File: src/rtl/wdog_pkg.sv
// Package: shared field widths and the setup byte layout of the watchdog.
// Assumes the byte is 8 bits: steering, count, unit code, MSB first.
package wdog_pkg;
    localparam int MULT_W  = 5;
    localparam int RES_W   = 2;
    localparam int CFG_W   = 1 + MULT_W + RES_W;
    // Largest shift applied for the top unit code (each code step is x4).
    localparam int MAX_SHIFT = 2 * ((1 << RES_W) - 1);
    localparam int CNT_W   = MULT_W + MAX_SHIFT;

    typedef struct packed {
        logic              steer;
        logic [MULT_W-1:0] mult;
        logic [RES_W-1:0]  unit;
    } wd_cfg_t;
endpackage

File: src/rtl/wdog_cfg_reg.sv
// Module: holds the setup byte. Cleared by power failure, held at zero while
// a reset pulse is active, otherwise loaded on a write.
// Assumes the pulse indication arrives from the response stage, registered.
module wdog_cfg_reg
    import wdog_pkg::*;
(
    input  logic    clk,
    input  logic    rst_n,
    input  logic    wr_en,
    input  wd_cfg_t wr_data,
    input  logic    pwr_fail,
    input  logic    clr_now,
    input  logic    pulse_on,
    output wd_cfg_t cfg
);
    // Setup byte storage with power-fail and pulse clearing priority.
    always_ff @(posedge clk) begin
        if (!rst_n)                   cfg <= '0;
        else if (pwr_fail)            cfg <= '0;
        else if (clr_now || pulse_on) cfg <= '0;
        else if (wr_en)               cfg <= wr_data;
    end

    a_r9_pf_clears_cfg: assert property (@(posedge clk) disable iff (!rst_n)
        pwr_fail |=> (cfg == '0));
    a_r2_write_lands: assert property (@(posedge clk) disable iff (!rst_n)
        (wr_en && !pwr_fail && !clr_now && !pulse_on) |=> (cfg == $past(wr_data)));
endmodule

File: src/rtl/wdog_timer.sv
// Module: counts time-base ticks since the last restart and produces a
// one-cycle expiry strobe when count x 4^unit ticks have elapsed.
// Assumes the tick is a single-cycle strobe; a zero count disarms.
module wdog_timer
    import wdog_pkg::*;
(
    input  logic    clk,
    input  logic    rst_n,
    input  wd_cfg_t cfg,
    input  logic    restart,
    input  logic    tick,
    output logic    expire
);
    logic [CNT_W-1:0] elapsed;
    logic [CNT_W-1:0] limit;
    logic [CNT_W-1:0] next_elapsed;
    logic             armed;

    // Period in ticks: count shifted left by two bits per unit code step.
    always_comb begin
        limit        = CNT_W'(cfg.mult) << {cfg.unit, 1'b0};
        armed        = (cfg.mult != '0);
        next_elapsed = elapsed + CNT_W'(1);
        expire       = armed && tick && !restart && (next_elapsed == limit);
    end

    // Elapsed-tick counter, cleared on restart, expiry or when disarmed.
    always_ff @(posedge clk) begin
        if (!rst_n)                   elapsed <= '0;
        else if (restart || !armed)   elapsed <= '0;
        else if (expire)              elapsed <= '0;
        else if (tick)                elapsed <= next_elapsed;
    end

    a_r4_zero_never_expires: assert property (@(posedge clk) disable iff (!rst_n)
        (cfg.mult == '0) |-> !expire);
    a_r5_restart_zeroes: assert property (@(posedge clk) disable iff (!rst_n)
        restart |=> (elapsed == '0));
    a_r3_count_bounded: assert property (@(posedge clk) disable iff (!rst_n)
        armed |-> (elapsed < limit));
endmodule

File: src/rtl/wdog_response.sv
// Module: turns an expiry into either a timed reset pulse or a held
// interrupt, and keeps the sticky expiry flag.
// Assumes PULSE_TICKS >= 1 and that expiry cannot coincide with a write.
module wdog_response #(
    parameter int PULSE_TICKS = 2
) (
    input  logic clk,
    input  logic rst_n,
    input  logic expire,
    input  logic steer,
    input  logic tick,
    input  logic sw_write,
    input  logic pwr_fail,
    input  logic flag_clr,
    output logic pulse_on,
    output logic irq,
    output logic flag
);
    localparam int PC_W = (PULSE_TICKS > 1) ? $clog2(PULSE_TICKS) : 1;
    logic [PC_W-1:0] pulse_cnt;
    logic            pulse_last;

    always_comb pulse_last = (pulse_cnt == PC_W'(PULSE_TICKS - 1));

    // Reset pulse: starts on a steered expiry, ends after PULSE_TICKS ticks.
    always_ff @(posedge clk) begin
        if (!rst_n) begin
            pulse_on  <= 1'b0;
            pulse_cnt <= '0;
        end else if (expire && steer) begin
            pulse_on  <= 1'b1;
            pulse_cnt <= '0;
        end else if (pulse_on && tick) begin
            if (pulse_last) pulse_on <= 1'b0;
            else            pulse_cnt <= pulse_cnt + PC_W'(1);
        end
    end

    // Interrupt: set on unsteered expiry, held until a write or power failure.
    always_ff @(posedge clk) begin
        if (!rst_n)                   irq <= 1'b0;
        else if (pwr_fail || sw_write) irq <= 1'b0;
        else if (expire && !steer)    irq <= 1'b1;
    end

    // Sticky flag: expiry wins over a simultaneous clear.
    always_ff @(posedge clk) begin
        if (!rst_n)        flag <= 1'b0;
        else if (expire)   flag <= 1'b1;
        else if (flag_clr) flag <= 1'b0;
    end

    a_r6_pulse_starts: assert property (@(posedge clk) disable iff (!rst_n)
        (expire && steer) |=> pulse_on);
    a_r8_flag_on_expiry: assert property (@(posedge clk) disable iff (!rst_n)
        expire |=> flag);
    a_r7_irq_holds: assert property (@(posedge clk) disable iff (!rst_n)
        (irq && !sw_write && !pwr_fail) |=> irq);
    a_r7_irq_write_drops: assert property (@(posedge clk) disable iff (!rst_n)
        sw_write |=> !irq);
endmodule

File: src/rtl/wdog_supervisor.sv
// Module: top of the supervisor watchdog. Connects the setup byte, the tick
// timer and the response stage.
// Assumes synchronous inputs and a one-cycle 16 Hz tick strobe.
module wdog_supervisor
    import wdog_pkg::*;
#(
    parameter int RST_TICKS = 2
) (
    input  logic             clk,
    input  logic             rst_n,
    input  logic             cfg_we,
    input  logic [CFG_W-1:0] cfg_wdata,
    input  logic             tick_16hz,
    input  logic             pwr_fail,
    input  logic             flag_clr,
    output logic [CFG_W-1:0] cfg_rdata,
    output logic             rst_pulse,
    output logic             irq,
    output logic             wd_flag
);
    wd_cfg_t cfg;
    logic    expire;
    logic    pulse_on;
    logic    wr_ok;
    logic    restart;

    // A write counts only outside a reset pulse; power failure restarts too.
    always_comb begin
        wr_ok   = cfg_we && !pulse_on;
        restart = wr_ok || pwr_fail;
    end

    wdog_cfg_reg u_cfg (
        .clk      (clk),
        .rst_n    (rst_n),
        .wr_en    (wr_ok),
        .wr_data  (wd_cfg_t'(cfg_wdata)),
        .pwr_fail (pwr_fail),
        .clr_now  (expire && cfg.steer),
        .pulse_on (pulse_on),
        .cfg      (cfg)
    );

    wdog_timer u_tmr (
        .clk     (clk),
        .rst_n   (rst_n),
        .cfg     (cfg),
        .restart (restart),
        .tick    (tick_16hz),
        .expire  (expire)
    );

    wdog_response #(.PULSE_TICKS(RST_TICKS)) u_rsp (
        .clk      (clk),
        .rst_n    (rst_n),
        .expire   (expire),
        .steer    (cfg.steer),
        .tick     (tick_16hz),
        .sw_write (wr_ok),
        .pwr_fail (pwr_fail),
        .flag_clr (flag_clr),
        .pulse_on (pulse_on),
        .irq      (irq),
        .flag     (wd_flag)
    );

    always_comb begin
        cfg_rdata = cfg;
        rst_pulse = pulse_on;
    end

    a_r6_cfg_zero_in_pulse: assert property (@(posedge clk) disable iff (!rst_n)
        rst_pulse |-> (cfg_rdata == '0));
    a_r6_pulse_irq_exclusive: assert property (@(posedge clk) disable iff (!rst_n)
        $rose(rst_pulse) |-> !$rose(irq));
endmodule

File: config.mk
export PLATFORM = sky130hd
export DESIGN_NAME = wdog_supervisor
export DESIGN_NICKNAME = d
export VERILOG_FILES = /design/src/rtl/wdog_pkg.sv /design/src/rtl/wdog_cfg_reg.sv /design/src/rtl/wdog_timer.sv /design/src/rtl/wdog_response.sv /design/src/rtl/wdog_supervisor.sv
export SDC_FILE = /design/constraint.sdc
export NUM_CORES = 1
export LEC_CHECK = 0
export BUFFER_PORTS_ARGS = -buffer_cell sky130_fd_sc_hd__buf_4
export CAP_MARGIN = 20
export CORE_ASPECT_RATIO = 0.5
export CORE_UTILIZATION = 56
export CTS_CLUSTER_SIZE = 28
export DETAILED_ROUTE_END_ITERATION = 12
export PLACE_DENSITY = 0.79
export SLEW_MARGIN = 5
export SYNTH_ARGS = -nofsm -noshare
export SYNTH_HDL_FRONTEND = slang
export SYNTH_SLANG_ARGS = --single-unit
export TNS_END_PERCENT = 1
File: constraint.sdc
create_clock -name clk -period 6.89 [get_ports clk]
set_clock_uncertainty 0.2 [all_clocks]
set_input_delay 0.689 -clock clk [delete_from_list [all_inputs] [get_ports clk]]
set_output_delay 0.689 -clock clk [all_outputs]
set_load 0.01 [all_outputs]
# After elaboration in Yosys (flattened, before gate mapping)
# Index checks and enable logic that the tools add are counted.
# op_classes
bitwise_logic,1
addsub,2
mux,6
reduce_logical,23
n_shift,1
eq_ne,1
# ops
cell,count
"adder 11 x 1 -> 11 bit, second input constant",1
equality test 11 bit,1
<< shifter 5 x 3 -> 11 bit,1
logical AND 1 bit,7
two-way mux 1 bit,6
nonzero test 2 bit,3
OR reduction 3 bit,2
nonzero test 5 bit,1
logical NOT 1 bit,4
OR reduction 2 bit,2
logical OR 1 bit,3
AND reduction 2 bit,1
"adder 1 bit, second input constant",1
NOT 1 bit,1
# totals
input_bits,14
reg_bits,23
output_inout_bits,11
elab_cells,42

# Depth between registers and ports, before layout
# logic_depth
word_depth,9
depth_mapped,10
ltp_nobuf,7

# By module
# From an unflattened synthesis, not the netlist that was laid out.
# unflattened
hier_cells,206
area_unflattened_um2,1676.6
# by_module_without_submodules
mod,instances,cells_each,seq_area_each_um2,area_per_inst_um2
wdog_timer,1,161,220.2,1197.4
wdog_cfg_reg,1,27,160.2,299.0
wdog_response,1,15,80.1,153.9
wdog_supervisor,1,3,0.0,26.3

# Worst setup path before layout
# OpenSTA, ideal clock, no wires.
# synth_path
path_kind,input-to-reg
from,input port cfg_we
to,register u_cfg.cfg[0] (netlist name)
t_required_ns,6.548
n_path_buf,3
setup_time_ns,0.142
setup_slack_ns,4.383
arrival_ns,2.165
path_stages,8
cell_sequence,nor2b_1 buf_2 or4b_1 a211oi_1 and4_1 buf_6 buf_2 a21oi_1
# synth_between
elab_chain_len,8
# synth_lines
item,line_no,rtl
start: declaration,wdog_supervisor.sv:11,"input logic cfg_we,"
logical AND 1 bit (*),wdog_supervisor.sv:29,wr_ok = cfg_we && !pulse_on;
logical OR 1 bit,wdog_supervisor.sv:30,restart = wr_ok || pwr_fail;
logical NOT 1 bit,wdog_timer.sv:24,expire = armed && tick && !restart && (next_elapsed == limit);
logical AND 1 bit (2 in series),wdog_timer.sv:24,
logical AND 1 bit,wdog_supervisor.sv:39,".clr_now (expire && cfg.steer),"
logical OR 1 bit,wdog_cfg_reg.sv:20,else if (clr_now || pulse_on) cfg <= '0;
OR reduction 3 bit (no source line),--,
# Mark *: on every way between the ends. The rest lies on a longest branch, timed or not.
# A chain may end at the register's enable or synchronous reset.

# Worst setup path after layout
# layout_path
from,register u_cfg.cfg[1] (netlist name)
to,register u_tmr.elapsed[1]
# layout_between
elab_chain_len,4
# layout_lines
item,line_no,rtl
<< shifter 5 x 3 -> 11 bit,wdog_timer.sv:21,"limit = CNT_W'(cfg.mult) << {cfg.unit, 1'b0};"
equality test 11 bit,wdog_timer.sv:24,
logical AND 1 bit,wdog_timer.sv:24,
OR reduction 3 bit (no source line),--,
end signal: assignment,wdog_timer.sv:32,else if (tick) elapsed <= next_elapsed;
end: declaration,wdog_timer.sv:14,logic [CNT_W-1:0] elapsed;
# Every way passes these cells.

==> impl_metrics.toml <==
[run_status]
status = "completed"

[clock_network]
path_clk_slew_ns = 0.09
cts.sinks = 23
cts_buffers = 3
clock_latency_ns = 0.28
cts.repair.resized = 0
cts_setup_buffers = 0
cts_tree = "yes"
clk_path_buf_depth = 2
ctsRootBufferMaster = "clkbuf_8"
htreeDepth = 1
cts-hold-fix-buffers = 0

[synth]
synth_area_um2 = 1578
synth.distinct_cells = 52
seq_area_frac_synth_pct = 29.18
yosysTopAreaCell = "dfxtp_1"
ys_ff_latch = 23
synth_edf_count = 0
ys_dominant_reg_cell = "dfxtp_1"
yosys_warnings = 0
synth_commonest_cells = "nand2_1, dfxtp_1, a21oi_1"
netlist.area_leader.share_pct = 29.18
yosysMostFrequentCell = "nand2_1"
synth_area_per_cell_um2 = 8.304
netlist_top_cells_area = "dfxtp_1, nand2_1, a21oi_1"
synthCells = 190
synth_fp_nets = 205
synthArstFlopShare_pct = 0

[worst_setup_path]
max_stage_delay_ns = 0.77
cp-end-kind = "flop"
crit_buf_inv = 1
slowest_stage = "and4_1"
reg2reg_depth = 6
worstPathCellList = "inv_1, or3_1, and3_1, nor3_1, and4_1, a2111oi_1"
criticalPathCategory = "reg2reg"
start_kind = "flop"
cp_top_family = "simple AND/OR/NAND/NOR gates"
required_ns = 6.82
worstReg2RegStart = "u_cfg.cfg[1]"
r2r_end = "u_tmr.elapsed[1]"
cp.arrival_ns = 2.95
cp_max_fo = 23
reg2reg_slack_ns = 3.87

[global_route]
grtUsageTotal_pct = 25.44
grt_max_degree = 24
grt-ovfl-total = 0
antenna_found_initial = 0
grt_pass1_wl_mm = 5.740
first_global_vias = 1165

[floorplanning]
dieWidth_um = 77.07
initial_core_util_pct = 59.88
fp.dieH_um = 39.54
core_area_um2 = 2635
rows = 13
die-area_um2 = 3047
io_pins = 25

[timing]
fmax_mhz = 330.8
final.setup.tns_ns = 0
rsz0062_at_grt = "false"
fin_crit_sh_pct = 43.88
fin_crit_ns = 3.023
relSlewSlack_pct = 45.12
finalMaxSlewViolations = 0
setup_viol = 0
worst_pin_slew_ns = 0.8232
timing_hold_violations_final = 0

[detailed_routing]
drt-wirelength-per-cell_um = 14.64
dr.pass1.iters = 4
num_vias = 1397
routed_wl_mm = 3.572
ant_nets = 0
drc_errors = 0
via_per_inst = 5.725
first_iter_violations = 119

[final_layout]
drive_gt1_share_pct = 20.29
area_growth_pct = 13.01
finalNetCount = 223
antenna_cells = 0

[worst_hold_path]
holdPathStages = 1
hold_path.class = "reg2reg"
whs_endpoint = "u_rsp.irq"
hp-start = "u_rsp.irq"

[pwr]
p_leak_nw = 0.7203
power_density_nw_per_um2 = 144.4
power_w = 0.0002574
irDropWorstVdd_mv = 0.09228

[placement]
place_hpwl_mm = 2.606
gp_congestion = 0.8418
numPortBuffers = 24

[run]
maxCapViolCount = 0
-- how the worst max path moves through the flow --
stage,slack [ns],end,depth (start not counted),from
final,3.87,u_tmr.elapsed[1],6,u_cfg.cfg[1]
after global placement,3.83,u_tmr.elapsed[2],6,cfg_we
after global routing,3.68,u_tmr.elapsed[2],6,u_cfg.cfg[1]
after floorplan,4.38,u_cfg.cfg[0],8,cfg_we
after detailed placement,3.73,u_tmr.elapsed[2],6,cfg_we
after CTS,3.88,u_tmr.elapsed[1],7,u_tmr.elapsed[0]
-- power breakdown --
part | switching, W | internal (W)
Sequential | 0.00000385 | 0.000134
Combinational | 0.0000137 | 0.0000150
Clock | 0.0000493 | 0.0000411
-- metrics by stage --
stage,util [%],cells,instance area [um^2],worst slack [ns],hold WS (ns)
after floorplan,-,190,1578,4.383,0.3222
after global placement,65.81,240,1734,3.832,0.2718
after detailed placement,65.81,240,1734,3.728,0.2808
after CTS,67.66,244,1783,3.881,0.3030
after global routing,67.66,244,1783,3.683,0.3186
final,67.66,244,1783,3.867,0.3004
-- layer usage --
| metal | GRT usage, % | part of all wire (%) | vias to the layer above |
|---|---|---|---|
| li1 | - | - | 716 |
| met1 | 34.53 | 50 | 647 |
| met3 | 5.581 | 3.8 | 3 |
| met4 | 5.189 | 0.62 | 0 |
| met5 | 0 | 0 | - |
| met2 | 42.19 | 46 | 31 |
-- cells in the final DEF (no fill, tap or decap), types with 2 or more instances in the layout --
master / synthesis / layout
xnor2_1: 10 / 10
buf_4: 2 / 24
mux2i_1: 4 / 4
dfxtp_1: 23 / 23
nor2_1: 10 / 10
a2111oi_1: 2 / 2
a21oi_1: 19 / 19
clkbuf_8: 0 / 3
and3_1: 6 / 6
xor2_1: 7 / 7
and3b_1: 2 / 2
nand3b_1: 4 / 4
nand3_1: 5 / 5
or2_2: 2 / 2
nor3_1: 4 / 4
nand4_1: 2 / 2
nand2_1: 29 / 29
or3_1: 2 / 2
mux2_2: 7 / 7
o21ai_0: 5 / 5
a211oi_1: 2 / 2
and2_1: 2 / 2
nor4_1: 2 / 2
inv_1: 4 / 4
-- sequential cells by signal, indices dropped and copies added, names as in the netlist --
register         cells
u_rsp.flag           1
u_cfg.cfg            8
u_rsp.pulse_cnt      1
u_rsp.pulse_on       1
u_tmr.elapsed       11
u_rsp.irq            1
-- layout make-up --
type / instances / area, um^2
multi-input combinational: 152 / 1032
fill: 234 / 852.1
sequential: 23 / 460.4
timing repair buffer: 24 / 180.2
tap: 37 / 46.29
clock buffer: 3 / 41.29
inverter: 4 / 15.01
clock inverter: 1 / 7.507
-- logic make-up (layout without fill, tap and decap cells) --
logic type	Yosys count	in the layout	synth area share (%)
and+or+nand+nor	77	77	25.69
AOI/OAI and AO/OA	43	43	18.08
DFF	23	23	29.18
xor gates and xnor gates	19	19	12.37
buffers and inverters	15	32	5.392
muxes	12	12	8.485
adders and majority gates	1	1	0.7929
(Power assumes the default switching activity.)
